`src/rtl/sbox_pkg.sv`:
```
package sbox_pkg;

    localparam int BYTE_W = 8;
    localparam int NIB_W  = 4;

    typedef struct packed {
        logic [NIB_W-1:0] hi;
        logic [NIB_W-1:0] lo;
        logic [NIB_W-1:0] norm;
    } front_t;

    typedef struct packed {
        logic [NIB_W-1:0] hi;
        logic [NIB_W-1:0] lo;
        logic [NIB_W-1:0] ninv;
    } mid_t;

    // multiply in GF(2^4) modulo x^4 + x + 1
    function automatic logic [3:0] gf4_mul(input logic [3:0] a, input logic [3:0] b);
        logic [3:0] acc;
        logic [3:0] sh;
        acc = 4'h0;
        sh  = a;
        for (int i = 0; i < 4; i++) begin
            if (b[i]) acc = acc ^ sh;
            sh = sh[3] ? ({sh[2:0], 1'b0} ^ 4'h3) : {sh[2:0], 1'b0};
        end
        return acc;
    endfunction

    // a^14 is the inverse of a for nonzero a; zero maps to zero
    function automatic logic [3:0] gf4_inv(input logic [3:0] a);
        logic [3:0] p2, p4, p8;
        p2 = gf4_mul(a, a);
        p4 = gf4_mul(p2, p2);
        p8 = gf4_mul(p4, p4);
        return gf4_mul(gf4_mul(p2, p4), p8);
    endfunction

    // first constant c making y^2 + y + c irreducible over GF(2^4)
    function automatic logic [3:0] pick_ext_const();
        logic [3:0] c;
        logic       has_root;
        for (int k = 1; k < 16; k++) begin
            c = 4'(k);
            has_root = 1'b0;
            for (int t = 0; t < 16; t++)
                if ((gf4_mul(4'(t), 4'(t)) ^ 4'(t)) == c) has_root = 1'b1;
            if (!has_root) return c;
        end
        return 4'h0;
    endfunction

    localparam logic [3:0] EXT_C = pick_ext_const();

    // multiply in the pair field, element = hi*y + lo
    function automatic logic [7:0] pair_mul(input logic [7:0] a, input logic [7:0] b);
        logic [3:0] hh, hi, lo;
        hh = gf4_mul(a[7:4], b[7:4]);
        hi = hh ^ gf4_mul(a[7:4], b[3:0]) ^ gf4_mul(a[3:0], b[7:4]);
        lo = gf4_mul(hh, EXT_C) ^ gf4_mul(a[3:0], b[3:0]);
        return {hi, lo};
    endfunction

    // an element of the pair field that satisfies x^8+x^4+x^3+x+1
    function automatic logic [7:0] find_root();
        logic [7:0] z, z2, z3, z4, z8;
        for (int k = 2; k < 256; k++) begin
            z  = 8'(k);
            z2 = pair_mul(z, z);
            z3 = pair_mul(z2, z);
            z4 = pair_mul(z2, z2);
            z8 = pair_mul(z4, z4);
            if ((z8 ^ z4 ^ z3 ^ z ^ 8'h01) == 8'h00) return z;
        end
        return 8'h00;
    endfunction

    localparam logic [7:0] ROOT = find_root();

    // column i of the forward basis change is ROOT^i
    function automatic logic [63:0] fwd_columns();
        logic [63:0] cols;
        logic [7:0]  p;
        p = 8'h01;
        for (int i = 0; i < 8; i++) begin
            cols[i*8 +: 8] = p;
            p = pair_mul(p, ROOT);
        end
        return cols;
    endfunction

    localparam logic [63:0] FWD_COLS = fwd_columns();

    function automatic logic [7:0] apply_cols(input logic [7:0] v, input logic [63:0] cols);
        logic [7:0] r;
        r = 8'h00;
        for (int i = 0; i < 8; i++)
            if (v[i]) r = r ^ cols[i*8 +: 8];
        return r;
    endfunction

    // column j of the back map is the byte sent by the forward map to unit vector j
    function automatic logic [63:0] back_columns();
        logic [63:0] cols;
        cols = 64'h0;
        for (int j = 0; j < 8; j++)
            for (int v = 0; v < 256; v++)
                if (apply_cols(8'(v), FWD_COLS) == (8'h01 << j)) cols[j*8 +: 8] = 8'(v);
        return cols;
    endfunction

    localparam logic [63:0] BACK_COLS = back_columns();

    function automatic logic [7:0] affine_63(input logic [7:0] b);
        return b ^ {b[6:0], b[7]} ^ {b[5:0], b[7:6]} ^ {b[4:0], b[7:5]}
                 ^ {b[3:0], b[7:4]} ^ 8'h63;
    endfunction

endpackage

```
`src/rtl/sbox_front.sv`:
```
module sbox_front
    import sbox_pkg::*;
(
    input  logic [BYTE_W-1:0] byte_in,
    output front_t            fr_out
);
    logic [BYTE_W-1:0] mapped;
    logic [NIB_W-1:0]  h;
    logic [NIB_W-1:0]  l;

    always_comb begin
        mapped = apply_cols(byte_in, FWD_COLS);
        h      = mapped[7:4];
        l      = mapped[3:0];
        fr_out.hi   = h;
        fr_out.lo   = l;
        fr_out.norm = gf4_mul(gf4_mul(h, h), EXT_C) ^ gf4_mul(h, l) ^ gf4_mul(l, l);
    end
endmodule

```
`src/rtl/sbox_mid.sv`:
```
module sbox_mid
    import sbox_pkg::*;
(
    input  front_t fr_in,
    output mid_t   md_out
);
    always_comb begin
        md_out.hi   = fr_in.hi;
        md_out.lo   = fr_in.lo;
        md_out.ninv = gf4_inv(fr_in.norm);
    end
endmodule

```
`src/rtl/sbox_back.sv`:
```
module sbox_back
    import sbox_pkg::*;
(
    input  mid_t              md_in,
    output logic [BYTE_W-1:0] byte_out
);
    logic [BYTE_W-1:0] pair_inv;

    always_comb begin
        pair_inv = {gf4_mul(md_in.hi, md_in.ninv),
                    gf4_mul(md_in.hi ^ md_in.lo, md_in.ninv)};
        byte_out = affine_63(apply_cols(pair_inv, BACK_COLS));
    end
endmodule

```
`src/rtl/pipe_slot.sv`:
```
module pipe_slot #(
    parameter int W      = 8,
    parameter bit ENABLE = 1'b1
) (
    input  logic         clk,
    input  logic         rst_n,
    input  logic         in_vld,
    input  logic [W-1:0] in_dat,
    output logic         out_vld,
    output logic [W-1:0] out_dat
);
    generate
        if (ENABLE) begin : g_reg
            logic live;

            always_ff @(posedge clk or negedge rst_n) begin
                if (!rst_n) begin
                    out_vld <= 1'b0;
                    live    <= 1'b0;
                end else begin
                    out_vld <= in_vld;
                    live    <= 1'b1;
                end
            end

            always_ff @(posedge clk) begin
                out_dat <= in_dat;
            end


            vld_follow_chk: assert property (@(posedge clk) disable iff (!rst_n)
                live |-> (out_vld == $past(in_vld)));
        end else begin : g_wire
            logic unused_ctl;
            assign unused_ctl = clk ^ rst_n;
            assign out_vld    = in_vld;
            assign out_dat    = in_dat;
        end
    endgenerate
endmodule

```
`src/rtl/sbox_pipe.sv`:
```
module sbox_pipe
    import sbox_pkg::*;
#(
    parameter int STAGES = 3
) (
    input  logic       clk,
    input  logic       rst_n,
    input  logic       in_vld,
    input  logic [7:0] in_byte,
    output logic       out_vld,
    output logic [7:0] out_byte
);
    localparam bit CUT_A   = (STAGES >= 3);
    localparam bit CUT_B   = (STAGES >= 1);
    localparam bit CUT_C   = (STAGES >= 3);
    localparam int FRONT_W = $bits(front_t);
    localparam int MID_W   = $bits(mid_t);

    front_t            fr_comb, fr_reg;
    mid_t              md_comb, md_reg;
    logic [BYTE_W-1:0] bk_comb;
    logic              a_vld, b_vld;

    sbox_front u_front (.byte_in(in_byte), .fr_out(fr_comb));

    pipe_slot #(.W(FRONT_W), .ENABLE(CUT_A)) u_slot_a (
        .clk(clk), .rst_n(rst_n), .in_vld(in_vld), .in_dat(fr_comb),
        .out_vld(a_vld), .out_dat(fr_reg));

    sbox_mid u_mid (.fr_in(fr_reg), .md_out(md_comb));

    pipe_slot #(.W(MID_W), .ENABLE(CUT_B)) u_slot_b (
        .clk(clk), .rst_n(rst_n), .in_vld(a_vld), .in_dat(md_comb),
        .out_vld(b_vld), .out_dat(md_reg));

    sbox_back u_back (.md_in(md_reg), .byte_out(bk_comb));

    pipe_slot #(.W(BYTE_W), .ENABLE(CUT_C)) u_slot_c (
        .clk(clk), .rst_n(rst_n), .in_vld(b_vld), .in_dat(bk_comb),
        .out_vld(out_vld), .out_dat(out_byte));


    nib_inverse_chk: assert property (@(posedge clk) disable iff (!rst_n)
        (a_vld && fr_reg.norm != 4'h0) |-> (gf4_mul(fr_reg.norm, md_comb.ninv) == 4'h1));


    zero_to_63_chk: assert property (@(posedge clk) disable iff (!rst_n)
        (b_vld && md_reg.hi == 4'h0 && md_reg.lo == 4'h0) |-> (bk_comb == 8'h63));


    nonzero_not_63_chk: assert property (@(posedge clk) disable iff (!rst_n)
        (b_vld && {md_reg.hi, md_reg.lo} != 8'h00) |-> (bk_comb != 8'h63));
endmodule

```
`config.mk`:
```
export PLATFORM = sky130hd
export DESIGN_NAME = sbox_pipe
export DESIGN_NICKNAME = d
export VERILOG_FILES = /design/src/rtl/sbox_pkg.sv /design/src/rtl/sbox_front.sv /design/src/rtl/sbox_mid.sv /design/src/rtl/sbox_back.sv /design/src/rtl/pipe_slot.sv /design/src/rtl/sbox_pipe.sv
export SDC_FILE = /design/constraint.sdc
export NUM_CORES = 1
export LEC_CHECK = 0
export BUFFER_PORTS_ARGS = -buffer_cell sky130_fd_sc_hd__clkbuf_2
export CAP_MARGIN = 20
export CORE_MARGIN = 4
export CORE_UTILIZATION = 60
export CTS_BUF_LIST = sky130_fd_sc_hd__clkbuf_16
export DETAILED_ROUTE_END_ITERATION = 10
export PLACE_DENSITY = 0.75
export SYNTH_ARGS = -nofsm -noshare
export SYNTH_HDL_FRONTEND = slang
export SYNTH_HIERARCHICAL = 1
export SYNTH_SLANG_ARGS = --single-unit
export TNS_END_PERCENT = 20
```
`constraint.sdc`:
```
create_clock -name clk -period 6.3 [get_ports clk]
set_input_delay 0.63 -clock clk [delete_from_list [all_inputs] [get_ports clk]]
set_output_delay 0.63 -clock clk [all_outputs]
set_load 0.05 [all_outputs]
```
==> results of run 1 <==
[stage by stage]
| stage | utilization [%] | instance area (um2) | cells | hold slack, ns |
|---|---|---|---|---|
| floorplan | - | 3560 | 395 | 0.331 |
| global placement | 62.7 | 3540 | 455 | 0.311 |
| detailed placement | 62.7 | 3540 | 455 | 0.312 |
| CTS | 65.2 | 3680 | 463 | 0.137 |
| global route | 65.2 | 3680 | 463 | 0.143 |
| finish | 65.2 | 3680 | 463 | 0.140 |
[layer usage]
| layer | up-vias | global-route usage, % |
|---|---|---|
| met5 | - | 0 |
| met4 | 0 | 4.75 |
| met3 | 9 | 3.40 |
| met2 | 61 | 31.2 |
| met1 | 1234 | 25.5 |
| li1 | 1354 | - |
[final cells by class]
| type | instances | area share, % |
|---|---|---|
| multi-input combinational | 317 | 70.4 |
| sequential | 35 | 19.5 |
| clock inverter | 3 | 0.340 |
| timing repair buffer | 20 | 2.79 |
| inverter | 11 | 1.12 |
| clock buffer | 5 | 3.40 |
| tap | 72 | 2.45 |
[final timing paths]
kind | from | to | slack (ns) | depth (start not counted)
min in group clk | u_slot_a/out_dat[6] | u_slot_b/out_dat[6] | 0.32 | 0
min reg2reg | u_slot_a/out_dat[6] | u_slot_b/out_dat[6] | 0.32 | 0
max reg2reg | u_slot_a/out_dat[3] | u_slot_b/out_dat[2] | 1.01 | 18
min | rst_n | u_slot_c/out_vld | 0.14 | 1
max in group asynchronous | rst_n | u_slot_a/out_vld | 6.05 | 1
max | u_slot_a/out_dat[3] | u_slot_b/out_dat[2] | 1.01 | 18
[state kept, by name (all words and copies together), names as in the netlist]
register          count
u_slot_c/out_vld      1
u_slot_b/out_vld      1
u_slot_a/out_dat     12
u_slot_b/out_dat     12
u_slot_a/out_vld      1
u_slot_c/out_dat      8
[critical path: cells and delay by family (launching register included)]
family | cells | cell delay (ns)
xor gates and xnor gates | 4 | 1.38
adders and majority gates | 3 | 1.32
AOI/OAI and AO/OA | 5 | 1.06
and+or+nand+nor | 4 | 0.84
buffers and inverters | 2 | 0.30
DFF | 1 | 0.29
[cells in the mapped netlist, types with 4 or more instances]
master and n:
sky130_fd_sc_hd__nand3_1 10, sky130_fd_sc_hd__xnor2_1 52, sky130_fd_sc_hd__ha_1 6, sky130_fd_sc_hd__xor2_1 27
sky130_fd_sc_hd__buf_2 10, sky130_fd_sc_hd__o21a_1 4, sky130_fd_sc_hd__xnor3_1 8, sky130_fd_sc_hd__and3_1 6
sky130_fd_sc_hd__inv_1 8, sky130_fd_sc_hd__nand2b_1 8, sky130_fd_sc_hd__o21ai_0 7, sky130_fd_sc_hd__nand2_1 44
sky130_fd_sc_hd__a211oi_1 9, sky130_fd_sc_hd__buf_4 11, sky130_fd_sc_hd__xor2_2 4, sky130_fd_sc_hd__dfxtp_1 32
sky130_fd_sc_hd__a21oi_1 14, sky130_fd_sc_hd__mux2i_1 6, sky130_fd_sc_hd__xnor2_2 5, sky130_fd_sc_hd__nor2_1 14
sky130_fd_sc_hd__nor2b_1 9, sky130_fd_sc_hd__clkbuf_1 6, sky130_fd_sc_hd__o21ai_1 7
[kinds of logic after synthesis]
kind of cell,synth area share (%)
adder cells (fa/ha/maj),2.67
AO/OA/AOI/OAI,17.1
buffers and inverters,7.10
flip-flops,20.1
AND/OR/NAND/NOR,15.8
XOR/XNOR,34.3
multiplexers,2.95
==> reports/metrics.json, run 1 <==
{
  "drt": {
    "antenna_violation_net_count_after_detailed_routing": 0,
    "dr.max_layer_used": "met4",
    "drt-wirelength-per-cell_um": 14.3,
    "drt_iter0_drc": 176,
    "dr_wl_met3_um": 272,
    "wirelength_met1_um": 3080,
    "dr_total_vias": 2658,
    "drtPass1Iterations": 4,
    "post_drt_via_cell_ratio": 5.74,
    "drc": 0,
    "totalWireLength_um": 6630,
    "met2RoutedLength_um": 3210
  },
  "setup_path": {
    "cell_by_cell_listing_of_the_critical_path": "buf_4 > ha_1 > xor2_1 > a211oi_1 > nor2_1 > inv_1 > ha_1 > xor3_1 > a21oi_1 > xor2_1 > ha_1 > and3_1 > nor3_1 > a211oi_1 > a211oi_1 > nand4_1 > o211a_1 > xnor3_1",
    "timing.critical_path.fanout_max": 26,
    "worst-setup-path-type": "reg2reg",
    "critical_path.max_stage_delay_ns": 0.58,
    "worstSetupEndpointType": "flip-flop",
    "crit_path_dat_ns": 5.45,
    "required_ns": 6.45,
    "worst_setup_path_start_kind": "flip-flop",
    "slowest_stage": "sky130_fd_sc_hd__ha_1"
  },
  "logic_synthesis": {
    "yosysTopAreaCell": "sky130_fd_sc_hd__dfxtp_1",
    "synth.ff_latch_count": 35,
    "netlist-cell-type-count": 76,
    "synth.cell_area_um2": 3560,
    "synth.yosys.warnings": 6,
    "async_reset_ff_share_pct": 8.57,
    "synthesis.nets": 412,
    "synth_top_area_share_pct": 18.0,
    "number_of_instances_in_the_synthesized_netlist": 395,
    "netlist_top_cells_area": "sky130_fd_sc_hd__dfxtp_1, sky130_fd_sc_hd__xnor2_1, sky130_fd_sc_hd__xor2_1",
    "synth_edf_count": 0,
    "ys_seq_area_share_pct": 20.1,
    "syn_avg_cell_area_um2": 9.01,
    "postSynth.topFlopCell": "sky130_fd_sc_hd__dfxtp_1"
  },
  "clock_network": {
    "cts_tree": "yes",
    "cts_setup_buffers": 0,
    "cts_resized": 0,
    "cts.reportedPaths.clkPinSlew_ns": 0.05,
    "cts-htree-levels": 2,
    "cts_buffer_depth": 2,
    "tritoncts_num_sinks": 35,
    "tritoncts.num_buffers": 5,
    "hold_buffer_count_at_cts": 0,
    "ctsRootBufferMaster": "sky130_fd_sc_hd__clkbuf_16",
    "worst_skew_pair_later_pin_latency_ns": 0.27
  },
  "timing": {
    "sum_of_negative_setup_slack_ns": 0,
    "final_critical_path_setup_slack_ns": 1.01,
    "max_slew_margin_pct": 53.9,
    "worst_slew_pin_slew_ns": 0.690,
    "final-max-slew-violation-count": 0,
    "fmax_ghz": 0.189,
    "finalHoldViolations": 0,
    "setup_viol": 0,
    "final.min_clock_period_ns": 5.29,
    "layout_worst_path_cycle_share_pct": 84.0,
    "unrepaired_setup_endpoints_after_global_routing": "false",
    "setup_clock_skew_after_layout_ns": 0.00586
  },
  "final_layout": {
    "seqCellArea_um2": 716,
    "mostFrequentLayoutCells": "sky130_fd_sc_hd__xnor2_1, sky130_fd_sc_hd__nand2_1, sky130_fd_sc_hd__dfxtp_1, sky130_fd_sc_hd__xor2_1, sky130_fd_sc_hd__clkbuf_2",
    "area_delta_synth_final_pct": 3.34,
    "mostFrequentLayoutCell": "sky130_fd_sc_hd__xnor2_1",
    "multi_input_area_um2": 2590,
    "antennaDiodeCount": 0,
    "drive_above_1_share_pct": 14.6,
    "fillers": 447,
    "final_nets": 407
  },
  "place": {
    "post-place-ws_ns": 1.00,
    "port_buffers": 19,
    "place.gp.congestion": 0.914,
    "post-dp-hpwl_um": 5060
  },
  "grt": {
    "grt_max_degree": 27,
    "grt_overflow": 0,
    "first_global_vias": 2445,
    "grt_use_total_pct": 18.9,
    "grt_antenna_before_repair": 0,
    "grt_first_pass_wirelength_um": 11400
  },
  "floorplanning": {
    "start_util_pct": 63.1,
    "std_cell_rows": 27,
    "die_width_um": 85.0,
    "fp.coreArea_um2": 5640,
    "fp.dieH_um": 85.0,
    "die_ar_um2": 7230,
    "io-pin-count": 20
  },
  "flow_run": {
    "timing.max_cap.violations": 0
  },
  "status": {
    "run_status": "finished clean"
  },
  "min_path": {
    "hp-class": "in2async"
  }
}
Power of run 1 is not shown: default switching activity piles up to over one toggle a cycle in this logic, so the estimate is an artifact.
==> run 2: changes to the inputs <==
--- a/config.mk
+++ b/config.mk
@@ -5,13 +5,14 @@
 export SDC_FILE = /design/constraint.sdc
 export NUM_CORES = 1
 export LEC_CHECK = 0
+export ABC_AREA = 1
 export BUFFER_PORTS_ARGS = -buffer_cell sky130_fd_sc_hd__clkbuf_2
 export CAP_MARGIN = 20
 export CORE_MARGIN = 4
-export CORE_UTILIZATION = 60
+export CORE_UTILIZATION = 57
 export CTS_BUF_LIST = sky130_fd_sc_hd__clkbuf_16
 export DETAILED_ROUTE_END_ITERATION = 10
-export PLACE_DENSITY = 0.75
+export PLACE_DENSITY = 0.74
 export SYNTH_ARGS = -nofsm -noshare
 export SYNTH_HDL_FRONTEND = slang
 export SYNTH_HIERARCHICAL = 1
==> constraint.sdc (replaced) <==
create_clock -name clk -period 4.8 [get_ports clk]
set_input_delay 0.48 -clock clk [delete_from_list [all_inputs] [get_ports clk]]
set_output_delay 0.48 -clock clk [all_outputs]
set_load 0.05 [all_outputs]
==> run 2 against run 1 <==
  * Sequential cell count did not move
  * Worst setup slack improved by 0.22 ns
  * Final area rose by 8.9%
  * Clock skew fell by 0.0015 ns
  * Via count rose by 41%
  * Fmax rose by 48%
  * Routed wire length rose by 14%
  * Core utilization fell by 2.5 points
  * Cell count rose by 61%
  * Largest cell class unchanged
==> reports/metrics.json, run 2 <==
{
  "clock_network": {
    "cts-htree-levels": {"value": 2, "change": "unchanged"},
    "ctsRootBufferMaster": {"value": "sky130_fd_sc_hd__clkbuf_16", "change": "unchanged"},
    "worst_skew_pair_later_pin_latency": {"value": 0.27, "unit": "ns", "change": "about the same"},
    "tritoncts.num_buffers": {"value": 5, "change": "unchanged"},
    "cts.reportedPaths.clkPinSlew": {"value": 0.06, "unit": "ns", "change": "was 0.05 ns"},
    "cts_tree": {"value": "yes", "change": "unchanged"},
    "cts_setup_buffers": {"value": 0, "change": "unchanged"},
    "cts_buffer_depth": {"value": 2, "change": "unchanged"},
    "tritoncts_num_sinks": {"value": 35, "change": "unchanged"}
  },
  "status": {
    "run_status": {"value": "finished clean", "change": "unchanged"}
  },
  "drt": {
    "drt_iter0_drc": {"value": 193, "change": "was 176"},
    "drt-wirelength-per-cell": {"value": 10.1, "unit": "um", "change": "was 14.3 um"},
    "totalWireLength": {"value": 7560, "unit": "um", "change": "was 6630 um"},
    "dr_total_vias": {"value": 3755, "change": "was 2658"},
    "drc": {"value": 0, "change": "unchanged"},
    "post_drt_via_cell_ratio": {"value": 5.03, "change": "was 5.74"},
    "antenna_violation_net_count_after_detailed_routing": {"value": 0, "change": "unchanged"},
    "drtPass1Iterations": {"value": 5, "change": "was 4"}
  },
  "grt": {
    "first_global_vias": {"value": 3321, "change": "was 2445"},
    "grt_antenna_before_repair": {"value": 0, "change": "unchanged"},
    "grt_max_degree": {"value": 15, "change": "was 27"},
    "grt_use_total": {"value": 20.1, "unit": "%", "change": "was 18.9%"},
    "grt_overflow": {"value": 0, "change": "unchanged"},
    "grt_first_pass_wirelength": {"value": 13300, "unit": "um", "change": "was 11400 um"}
  },
  "logic_synthesis": {
    "dominant_combinational_cell_family_by_area_after_synthesis": {"value": "simple AND/OR/NAND/NOR gates", "change": "was XOR/XNOR gates"},
    "async_reset_ff_share": {"value": 8.57, "unit": "%", "change": "unchanged"},
    "synth.ff_latch_count": {"value": 35, "change": "unchanged"},
    "synth_edf_count": {"value": 0, "change": "unchanged"},
    "yosysTopAreaCell": {"value": "sky130_fd_sc_hd__nand2_1", "change": "was sky130_fd_sc_hd__dfxtp_1"},
    "synth.cell_area": {"value": 3780, "unit": "um2", "change": "was 3560 um2"},
    "netlist-cell-type-count": {"value": 33, "change": "was 76"},
    "post_synth_fa_ha_maj_area_fraction": {"value": 1.99, "unit": "%", "change": "was 2.67%"},
    "postSynth.topFlopCell": {"value": "sky130_fd_sc_hd__dfxtp_1", "change": "unchanged"},
    "ys_seq_area_share": {"value": 18.9, "unit": "%", "change": "was 20.1%"},
    "netlist_top_cells_area": {"value": "sky130_fd_sc_hd__nand2_1, sky130_fd_sc_hd__dfxtp_1, sky130_fd_sc_hd__nand3_1", "change": "was sky130_fd_sc_hd__dfxtp_1, sky130_fd_sc_hd__xnor2_1, sky130_fd_sc_hd__xor2_1"},
    "synthesis.nets": {"value": 676, "change": "was 412"},
    "syn_avg_cell_area": {"value": 5.74, "unit": "um2", "change": "was 9.01 um2"},
    "synth_commonest_cells": {"value": "sky130_fd_sc_hd__nand2_1, sky130_fd_sc_hd__nand3_1, sky130_fd_sc_hd__inv_1", "change": "was sky130_fd_sc_hd__xnor2_1, sky130_fd_sc_hd__nand2_1, sky130_fd_sc_hd__dfxtp_1"},
    "yosysMostFrequentCell": {"value": "sky130_fd_sc_hd__nand2_1", "change": "was sky130_fd_sc_hd__xnor2_1"},
    "synth.yosys.warnings": {"value": 6, "change": "unchanged"},
    "synthXorXnorAreaFrac": {"value": 10.6, "unit": "%", "change": "was 34.3%"},
    "synth_area_in_simple_gates": {"value": 52.9, "unit": "%", "change": "was 15.8%"},
    "synth-compound-area-share": {"value": 3.38, "unit": "%", "change": "was 17.1%"},
    "synth_top_area_share": {"value": 28.4, "unit": "%", "change": "was 18.0%"},
    "number_of_instances_in_the_synthesized_netlist": {"value": 659, "change": "was 395"},
    "synthMuxAreaShare": {"value": 0, "unit": "%", "change": "was 2.95%"}
  },
  "setup_path": {
    "crit_path_dat": {"value": 3.75, "unit": "ns", "change": "was 5.45 ns"},
    "critical_path.max_stage_delay": {"value": 0.41, "unit": "ns", "change": "was 0.58 ns"},
    "worst_setup_path_start_kind": {"value": "flip-flop", "change": "unchanged"},
    "worst-setup-path-type": {"value": "reg2reg", "change": "unchanged"},
    "required": {"value": 4.97, "unit": "ns", "change": "was 6.45 ns"},
    "timing.critical_path.fanout_max": {"value": 9, "change": "was 26"},
    "critical_path.most_common_cell": "sky130_fd_sc_hd__inv_1",
    "slowest_stage": {"value": "sky130_fd_sc_hd__dfxtp_1", "change": "was sky130_fd_sc_hd__ha_1"},
    "rrSetupSlack": {"value": 1.22, "unit": "ns", "change": "was 1.01 ns"},
    "worst_path_depth": {"value": 21, "change": "was 18"},
    "r2r_start": {"value": "u_slot_a/out_dat[3]", "change": "unchanged"},
    "timing.critical_path.from": {"value": "u_slot_a/out_dat[3]", "change": "unchanged"},
    "critPathCapture": {"value": "u_slot_b/out_dat[2]", "change": "unchanged"},
    "critical_r2r_capture": {"value": "u_slot_b/out_dat[2]", "change": "unchanged"},
    "critical-path-top-delay-family": {"value": "simple AND/OR/NAND/NOR gates", "change": "was XOR/XNOR gates"},
    "cell_by_cell_listing_of_the_critical_path": {"value": "ha_1 > inv_1 > nand2_1 > o21ai_0 > or2_1 > nand2_2 > inv_2 > ha_1 > inv_1 > nand3_1 > nand3_2 > nand2_4 > ha_1 > inv_1 > nor2_1 > xor2_1 > inv_1 > nand3_1 > nand2_1 > nor2_1 > nor2_1", "change": "was buf_4 > ha_1 > xor2_1 > a211oi_1 > nor2_1 > inv_1 > ha_1 > xor3_1 > a21oi_1 > xor2_1 > ha_1 > and3_1 > nor3_1 > a211oi_1 > a211oi_1 > nand4_1 > o211a_1 > xnor3_1"},
    "buffer_and_inverter_count_on_the_worst_path": {"value": 5, "change": "was 2"},
    "worst_r2r_path_depth": {"value": 21, "change": "was 18"},
    "worstSetupEndpointType": {"value": "flip-flop", "change": "unchanged"}
  },
  "timing": {
    "max_slew_margin": {"value": 70.4, "unit": "%", "change": "was 53.9%"},
    "fmax": {"value": 0.280, "unit": "GHz", "change": "was 0.189 GHz"},
    "layout_worst_path_cycle_share": {"value": 74.5, "unit": "%", "change": "was 84.0%"},
    "unrepaired_setup_endpoints_after_global_routing": {"value": "false", "change": "unchanged"},
    "sum_of_negative_setup_slack": {"value": 0, "unit": "ns", "change": "unchanged"},
    "final_hold_slack": {"value": 0.314, "unit": "ns", "change": "was 0.140 ns"},
    "worst_slew_pin_slew": {"value": 0.441, "unit": "ns", "change": "was 0.690 ns"},
    "setup_viol": {"value": 0, "change": "unchanged"},
    "final.min_clock_period": {"value": 3.58, "unit": "ns", "change": "was 5.29 ns"},
    "final-max-slew-violation-count": {"value": 0, "change": "unchanged"},
    "finalHoldViolations": {"value": 0, "change": "unchanged"},
    "setup_clock_skew_after_layout": {"value": 0.00439, "unit": "ns", "change": "was 0.00586 ns"}
  },
  "min_path": {
    "hp-class": {"value": "in2reg", "change": "was in2async"}
  },
  "floorplanning": {
    "io-pin-count": {"value": 20, "change": "unchanged"},
    "start_util": {"value": 59.2, "unit": "%", "change": "was 63.1%"},
    "die_width": {"value": 89.4, "unit": "um", "change": "was 85.0 um"},
    "fp.dieH": {"value": 89.4, "unit": "um", "change": "was 85.0 um"},
    "fp.coreArea": {"value": 6390, "unit": "um2", "change": "was 5640 um2"},
    "std_cell_rows": {"value": 29, "change": "was 27"},
    "die_ar": {"value": 8000, "unit": "um2", "change": "was 7230 um2"}
  },
  "place": {
    "post-dp-hpwl": {"value": 6190, "unit": "um", "change": "was 5060 um"},
    "place.gp.congestion": {"value": 0.867, "change": "was 0.914"},
    "port_buffers": {"value": 19, "change": "unchanged"}
  },
  "final_layout": {
    "fillers": {"value": 621, "change": "was 447"},
    "mostFrequentLayoutCell": {"value": "sky130_fd_sc_hd__nand2_1", "change": "was sky130_fd_sc_hd__xnor2_1"},
    "drive_above_1_share": {"value": 13.3, "unit": "%", "change": "was 14.6%"},
    "mostFrequentLayoutCells": {"value": "sky130_fd_sc_hd__nand2_1, sky130_fd_sc_hd__nand3_1, sky130_fd_sc_hd__inv_1, sky130_fd_sc_hd__dfxtp_1, sky130_fd_sc_hd__nor2_1", "change": "was sky130_fd_sc_hd__xnor2_1, sky130_fd_sc_hd__nand2_1, sky130_fd_sc_hd__dfxtp_1, sky130_fd_sc_hd__xor2_1, sky130_fd_sc_hd__clkbuf_2"},
    "reg.largest.list": {"value": "u_slot_a/out_dat x12, u_slot_b/out_dat x12, u_slot_c/out_dat x8", "change": "unchanged"},
    "final_nets": {"value": 685, "change": "was 407"},
    "area_delta_synth_final": {"value": 5.93, "unit": "%", "change": "was 3.34%"},
    "antennaDiodeCount": {"value": 0, "change": "unchanged"}
  },
  "flow_run": {
    "timing.max_cap.violations": {"value": 0, "change": "unchanged"}
  }
}
[run 2: changes by cell type after synthesis, sizes merged, moves of 7 or more]
cell    before  now
nor2b        9    0
nand2b       8    0
nand2       45  316
a211oi       9    0
mux2i        7    0
and3         7    0
xnor3       10    0
xnor2       58   19
xor2        33   24
inv         11   90
a21oi       14    5
clkbuf       9    0
nand3       10   86
nor2        15   33
[run 2: logic make-up (layout without fill, tap and decap cells)]
kind of cell,after synthesis,count (layout)
xor+xnor,43,43
fa+ha+maj,6,6
buf+inv,109,119
simple gates,447,447
compound gates,19,19
flops,35,35
[run 2: what timing repair did]
action,4_1_cts,5_1_grt
hold buffers,1,0
hold endpoints to repair,3,0
resized for setup,0,0
[run 2: worst min-delay path by stage]
stage                start                to  cells after the start
floorplan            rst_n  u_slot_a/out_vld                      0
global placement     rst_n  u_slot_c/out_vld                      1
detailed placement   rst_n  u_slot_c/out_vld                      1
CTS                 in_vld  u_slot_a/out_vld                      1
global route        in_vld  u_slot_a/out_vld                      1
finish              in_vld  u_slot_a/out_vld                      1
[run 2: final cells by class]
| class | instances | area [um2] | share of cell area (%) |
|---|---|---|---|
| clock buffer | 5 | 125 | 3.13 |
| sequential | 35 | 716 | 17.9 |
| inverter | 91 | 342 | 8.53 |
| timing repair buffer | 20 | 105 | 2.63 |
| multi-input combinational | 515 | 2600 | 64.9 |
| clock inverter | 3 | 20.0 | 0.500 |
| tap | 77 | 96.3 | 2.41 |
[run 2: through the flow]
stage | setup WS (ns) | util (%) | instance area [um2] | std cells
finish | 1.22 | 62.7 | 4000 | 746
global route | 0.932 | 62.7 | 4000 | 746
CTS | 1.25 | 62.7 | 4000 | 746
detailed placement | 1.27 | 60.3 | 3850 | 737
global placement | 1.41 | 60.3 | 3850 | 737
floorplan | 1.60 | - | 3780 | 659
[run 2: metal layers]
layer	share of wire [%]	up-vias	GRT usage [%]	routed length [um]
met3	3.1	5	2.95	238
met1	47	1658	23.9	3540
met4	0.45	0	4.47	34
met5	0	-	0	0
met2	49	59	37.7	3740
li1	-	2033	-	-
Power of run 2 is left out for the same reason.
==> run 3: changes to the inputs <==
==> constraint.sdc (replaced) <==
create_clock -name clk -period 3.15 [get_ports clk]
set_input_delay 0.315 -clock clk [delete_from_list [all_inputs] [get_ports clk]]
set_output_delay 0.315 -clock clk [all_outputs]
set_load 0.05 [all_outputs]
==> run 3 against run 2 <==
  * Cell count rose by 1.7%
  * Critical path type unchanged
  * Critical endpoint unchanged
  * First-iteration DRC count decreased by 14%
  * Clock skew is 0.0024 ns lower
  * Via count increased by 2.1%
  * Fmax grew 22%
  * Count of clock-buffer cells in the layout is the same
  * Worst setup slack worse by 1.0 ns
  * Die area unchanged
  * Core utilization up 3.8 points
==> reports/metrics.json, run 3 (synthesis gave the netlist of run 2 again) <==
{
  "final_layout": {
    "reg.largest.list": {"value": "u_slot_a/out_dat x12, u_slot_b/out_dat x12, u_slot_c/out_dat x8", "change": "unchanged"},
    "area_delta_synth_final": {"value": 12.3, "unit": "%", "change": "was 5.93%"},
    "final_nets": {"value": 698, "change": "was 685"},
    "antennaDiodeCount": {"value": 0, "change": "unchanged"},
    "fillers": {"value": 583, "change": "was 621"},
    "finish.cell_count_without_fillers": {"value": 759, "change": "was 746"},
    "mostFrequentLayoutCell": {"value": "sky130_fd_sc_hd__nand2_1", "change": "unchanged"},
    "drive_above_1_share": {"value": 18.3, "unit": "%", "change": "was 13.3%"},
    "stdcell_area": {"value": 4240, "unit": "um2", "change": "was 4000 um2"},
    "mostFrequentLayoutCells": {"value": "sky130_fd_sc_hd__nand2_1, sky130_fd_sc_hd__nand3_1, sky130_fd_sc_hd__inv_1, sky130_fd_sc_hd__dfxtp_1, sky130_fd_sc_hd__nand2_2", "change": "was sky130_fd_sc_hd__nand2_1, sky130_fd_sc_hd__nand3_1, sky130_fd_sc_hd__inv_1, sky130_fd_sc_hd__dfxtp_1, sky130_fd_sc_hd__nor2_1"},
    "seqCellArea": {"value": 721, "unit": "um2", "change": "was 716 um2"},
    "multi_input_area": {"value": 2700, "unit": "um2", "change": "was 2600 um2"}
  },
  "place": {
    "place.gp.congestion": {"value": 0.886, "change": "was 0.867"},
    "post-dp-hpwl": {"value": 6110, "unit": "um", "change": "was 6190 um"},
    "postPlaceCellArea": {"value": 3930, "unit": "um2", "change": "was 3850 um2"},
    "port_buffers": {"value": 19, "change": "unchanged"},
    "post-place-ws": {"value": -0.0880, "unit": "ns", "change": "was 1.27 ns"},
    "dp_cells": {"value": 746, "change": "was 737"}
  },
  "min_path": {
    "hold_path_depth": {"value": 1, "change": "unchanged"},
    "worst_hold_startpoint": {"value": "in_vld", "change": "unchanged"},
    "hp-class": {"value": "in2reg", "change": "unchanged"},
    "holdPathEnd": {"value": "u_slot_a/out_vld", "change": "unchanged"}
  },
  "clock_network": {
    "ctsRootBufferMaster": {"value": "sky130_fd_sc_hd__clkbuf_16", "change": "unchanged"},
    "tritoncts.num_buffers": {"value": 5, "change": "unchanged"},
    "cts-htree-levels": {"value": 2, "change": "unchanged"},
    "worst_skew_pair_later_pin_latency": {"value": 0.27, "unit": "ns", "change": "about the same"},
    "cts.reportedPaths.clkPinSlew": {"value": 0.06, "unit": "ns", "change": "about the same"},
    "cts_buffer_depth": {"value": 2, "change": "unchanged"},
    "cts_tree": {"value": "yes", "change": "unchanged"},
    "tritoncts_num_sinks": {"value": 35, "change": "unchanged"}
  },
  "timing": {
    "sum_of_negative_setup_slack": {"value": 0, "unit": "ns", "change": "unchanged"},
    "setup_clock_skew_after_layout": {"value": 0.00197, "unit": "ns", "change": "was 0.00439 ns"},
    "setup_viol": {"value": 0, "change": "unchanged"},
    "finalHoldViolations": {"value": 0, "change": "unchanged"},
    "worst_slew_pin_slew": {"value": 0.404, "unit": "ns", "change": "was 0.441 ns"},
    "unrepaired_setup_endpoints_after_global_routing": {"value": "true", "change": "was false"},
    "layout_worst_path_cycle_share": {"value": 93.0, "unit": "%", "change": "was 74.5%"},
    "max_slew_margin": {"value": 72.9, "unit": "%", "change": "was 70.4%"},
    "final_critical_path_setup_slack": {"value": 0.221, "unit": "ns", "change": "was 1.22 ns"},
    "final.min_clock_period": {"value": 2.93, "unit": "ns", "change": "was 3.58 ns"},
    "fmax": {"value": 0.341, "unit": "GHz", "change": "was 0.280 GHz"},
    "final-max-slew-violation-count": {"value": 0, "change": "unchanged"}
  },
  "setup_path": {
    "rrSetupSlack": {"value": 0.22, "unit": "ns", "change": "was 1.22 ns"},
    "r2r_start": {"value": "u_slot_a/out_dat[3]", "change": "unchanged"},
    "cell_by_cell_listing_of_the_critical_path": {"value": "ha_4 > inv_1 > nand2_1 > o21ai_1 > or2_1 > nand2_2 > inv_2 > ha_4 > inv_1 > nand3_1 > nand3_2 > nand2_4 > ha_4 > inv_2 > nand3_1 > nand3_2 > nand2_1 > nand2_1 > nand2_2 > nand2_1 > nand2_1 > nand2_1 > nor2_1 > nor2_1", "change": "was ha_1 > inv_1 > nand2_1 > o21ai_0 > or2_1 > nand2_2 > inv_2 > ha_1 > inv_1 > nand3_1 > nand3_2 > nand2_4 > ha_1 > inv_1 > nor2_1 > xor2_1 > inv_1 > nand3_1 > nand2_1 > nor2_1 > nor2_1"},
    "worst_setup_path_start_kind": {"value": "flip-flop", "change": "unchanged"},
    "worstSetupEndpointType": {"value": "flip-flop", "change": "unchanged"},
    "required": {"value": 3.32, "unit": "ns", "change": "was 4.97 ns"},
    "critical_path.max_stage_delay": {"value": 0.33, "unit": "ns", "change": "was 0.41 ns"},
    "worst-setup-path-type": {"value": "reg2reg", "change": "unchanged"},
    "critical_path.most_common_cell": {"value": "sky130_fd_sc_hd__nand2_1", "change": "was sky130_fd_sc_hd__inv_1"},
    "crit_path_dat": {"value": 3.10, "unit": "ns", "change": "was 3.75 ns"},
    "buffer_and_inverter_count_on_the_worst_path": {"value": 4, "change": "was 5"},
    "critical_r2r_capture": {"value": "u_slot_b/out_dat[2]", "change": "unchanged"},
    "slowest_stage": {"value": "sky130_fd_sc_hd__dfxtp_2", "change": "was sky130_fd_sc_hd__dfxtp_1"},
    "worst_r2r_path_depth": {"value": 24, "change": "was 21"},
    "timing.critical_path.fanout_max": {"value": 6, "change": "was 9"},
    "critical-path-top-delay-family": {"value": "simple AND/OR/NAND/NOR gates", "change": "unchanged"}
  },
  "flow_run": {
    "timing.max_cap.violations": {"value": 0, "change": "unchanged"}
  },
  "floorplanning": {
    "start_util": {"value": 59.2, "unit": "%", "change": "unchanged"},
    "die_ar": {"value": 8000, "unit": "um2", "change": "unchanged"},
    "std_cell_rows": {"value": 29, "change": "unchanged"},
    "fp.coreArea": {"value": 6390, "unit": "um2", "change": "unchanged"},
    "die_width": {"value": 89.4, "unit": "um", "change": "unchanged"},
    "io-pin-count": {"value": 20, "change": "unchanged"},
    "fp.dieH": {"value": 89.4, "unit": "um", "change": "unchanged"}
  },
  "drt": {
    "drtPass1Iterations": {"value": 5, "change": "unchanged"},
    "drc": {"value": 0, "change": "unchanged"},
    "antenna_violation_net_count_after_detailed_routing": {"value": 0, "change": "unchanged"},
    "drt-wirelength-per-cell": {"value": 10.2, "unit": "um", "change": "was 10.1 um"},
    "dr_total_vias": {"value": 3833, "change": "was 3755"},
    "post_drt_via_cell_ratio": {"value": 5.05, "change": "was 5.03"},
    "drt_iter0_drc": {"value": 166, "change": "was 193"},
    "totalWireLength": {"value": 7730, "unit": "um", "change": "was 7560 um"}
  },
  "grt": {
    "grt_antenna_before_repair": {"value": 0, "change": "unchanged"},
    "grt_overflow": {"value": 0, "change": "unchanged"},
    "first_global_vias": {"value": 3299, "change": "was 3321"},
    "grt_first_pass_wirelength": {"value": 13000, "unit": "um", "change": "was 13300 um"},
    "grt_use_total": {"value": 19.8, "unit": "%", "change": "was 20.1%"},
    "grt_max_degree": {"value": 15, "change": "unchanged"}
  },
  "status": {
    "run_status": {"value": "finished clean", "change": "unchanged"}
  }
}
run 3: changes by cell type in the layout (fill, tap and decap cells not counted), sizes merged:
cell      delta
buf         +13
clkinvlp     -1
clkinv       -1
bufinv       +1
inv          +1
run 3: worst register-to-register path, delay by kind of cell (launching register included):
kind                     cells  cell delay [ns]
AO/OA/AOI/OAI                1             0.06
adder cells (fa/ha/maj)      3             0.78
buffers and inverters        4             0.23
flip-flops                   1             0.33
AND/OR/NAND/NOR             16             1.42
run 3: through the flow:
| stage | hold slack [ns] | util [%] |
|---|---|---|
| final | 0.144 | 66.5 |
| after global routing | 0.135 | 66.5 |
| after CTS | 0.139 | 64.8 |
| after detailed placement | 0.113 | 61.5 |
| after global placement | 0.112 | 61.5 |
| after floorplan | 0.0194 | - |
run 3: area by class of cell:
cell class	count	area share [%]
clock buffers	5	2.95
clock inverters	3	1.12
inverters	91	8.05
multi-input cells	515	63.6
flip-flops and latches	35	17.0
well taps	77	2.27
repair buffers	33	5.04
run 3: layer usage:
layer,vias to the layer above,GRT usage (%),share of wire [%]
li1,2053,-,-
met3,6,2.58,4.0
met4,0,5.41,0.36
met1,1690,24.3,46
met5,-,0,0
met2,84,36.0,50
run 3: worst max-delay path by stage:
stage                                   start             endpoint  slack (ns)  cells after the start
final                     u_slot_a/out_dat[3]  u_slot_b/out_dat[2]        0.22                     24
after floorplan           u_slot_a/out_dat[3]  u_slot_b/out_dat[2]        0.05                     21
after CTS                 u_slot_a/out_dat[0]  u_slot_b/out_dat[1]        0.06                     22
after detailed placement  u_slot_a/out_dat[0]  u_slot_b/out_dat[1]       -0.09                     22
after global placement    u_slot_a/out_dat[0]  u_slot_b/out_dat[1]        0.05                     22
after global routing      u_slot_a/out_dat[3]  u_slot_b/out_dat[1]       -0.03                     27
run 3: timing repair:
action | CTS | global route
hold endpoints to repair | 3 | 0
setup endpoints to repair | 4 | 4
cloned | 0 | 0
buffers inserted | 2 | 2
hold buffers | 1 | 0
pin swaps | 2 | 7
resized for setup | 1 | 25
Power of run 3 is left out for the same reason.
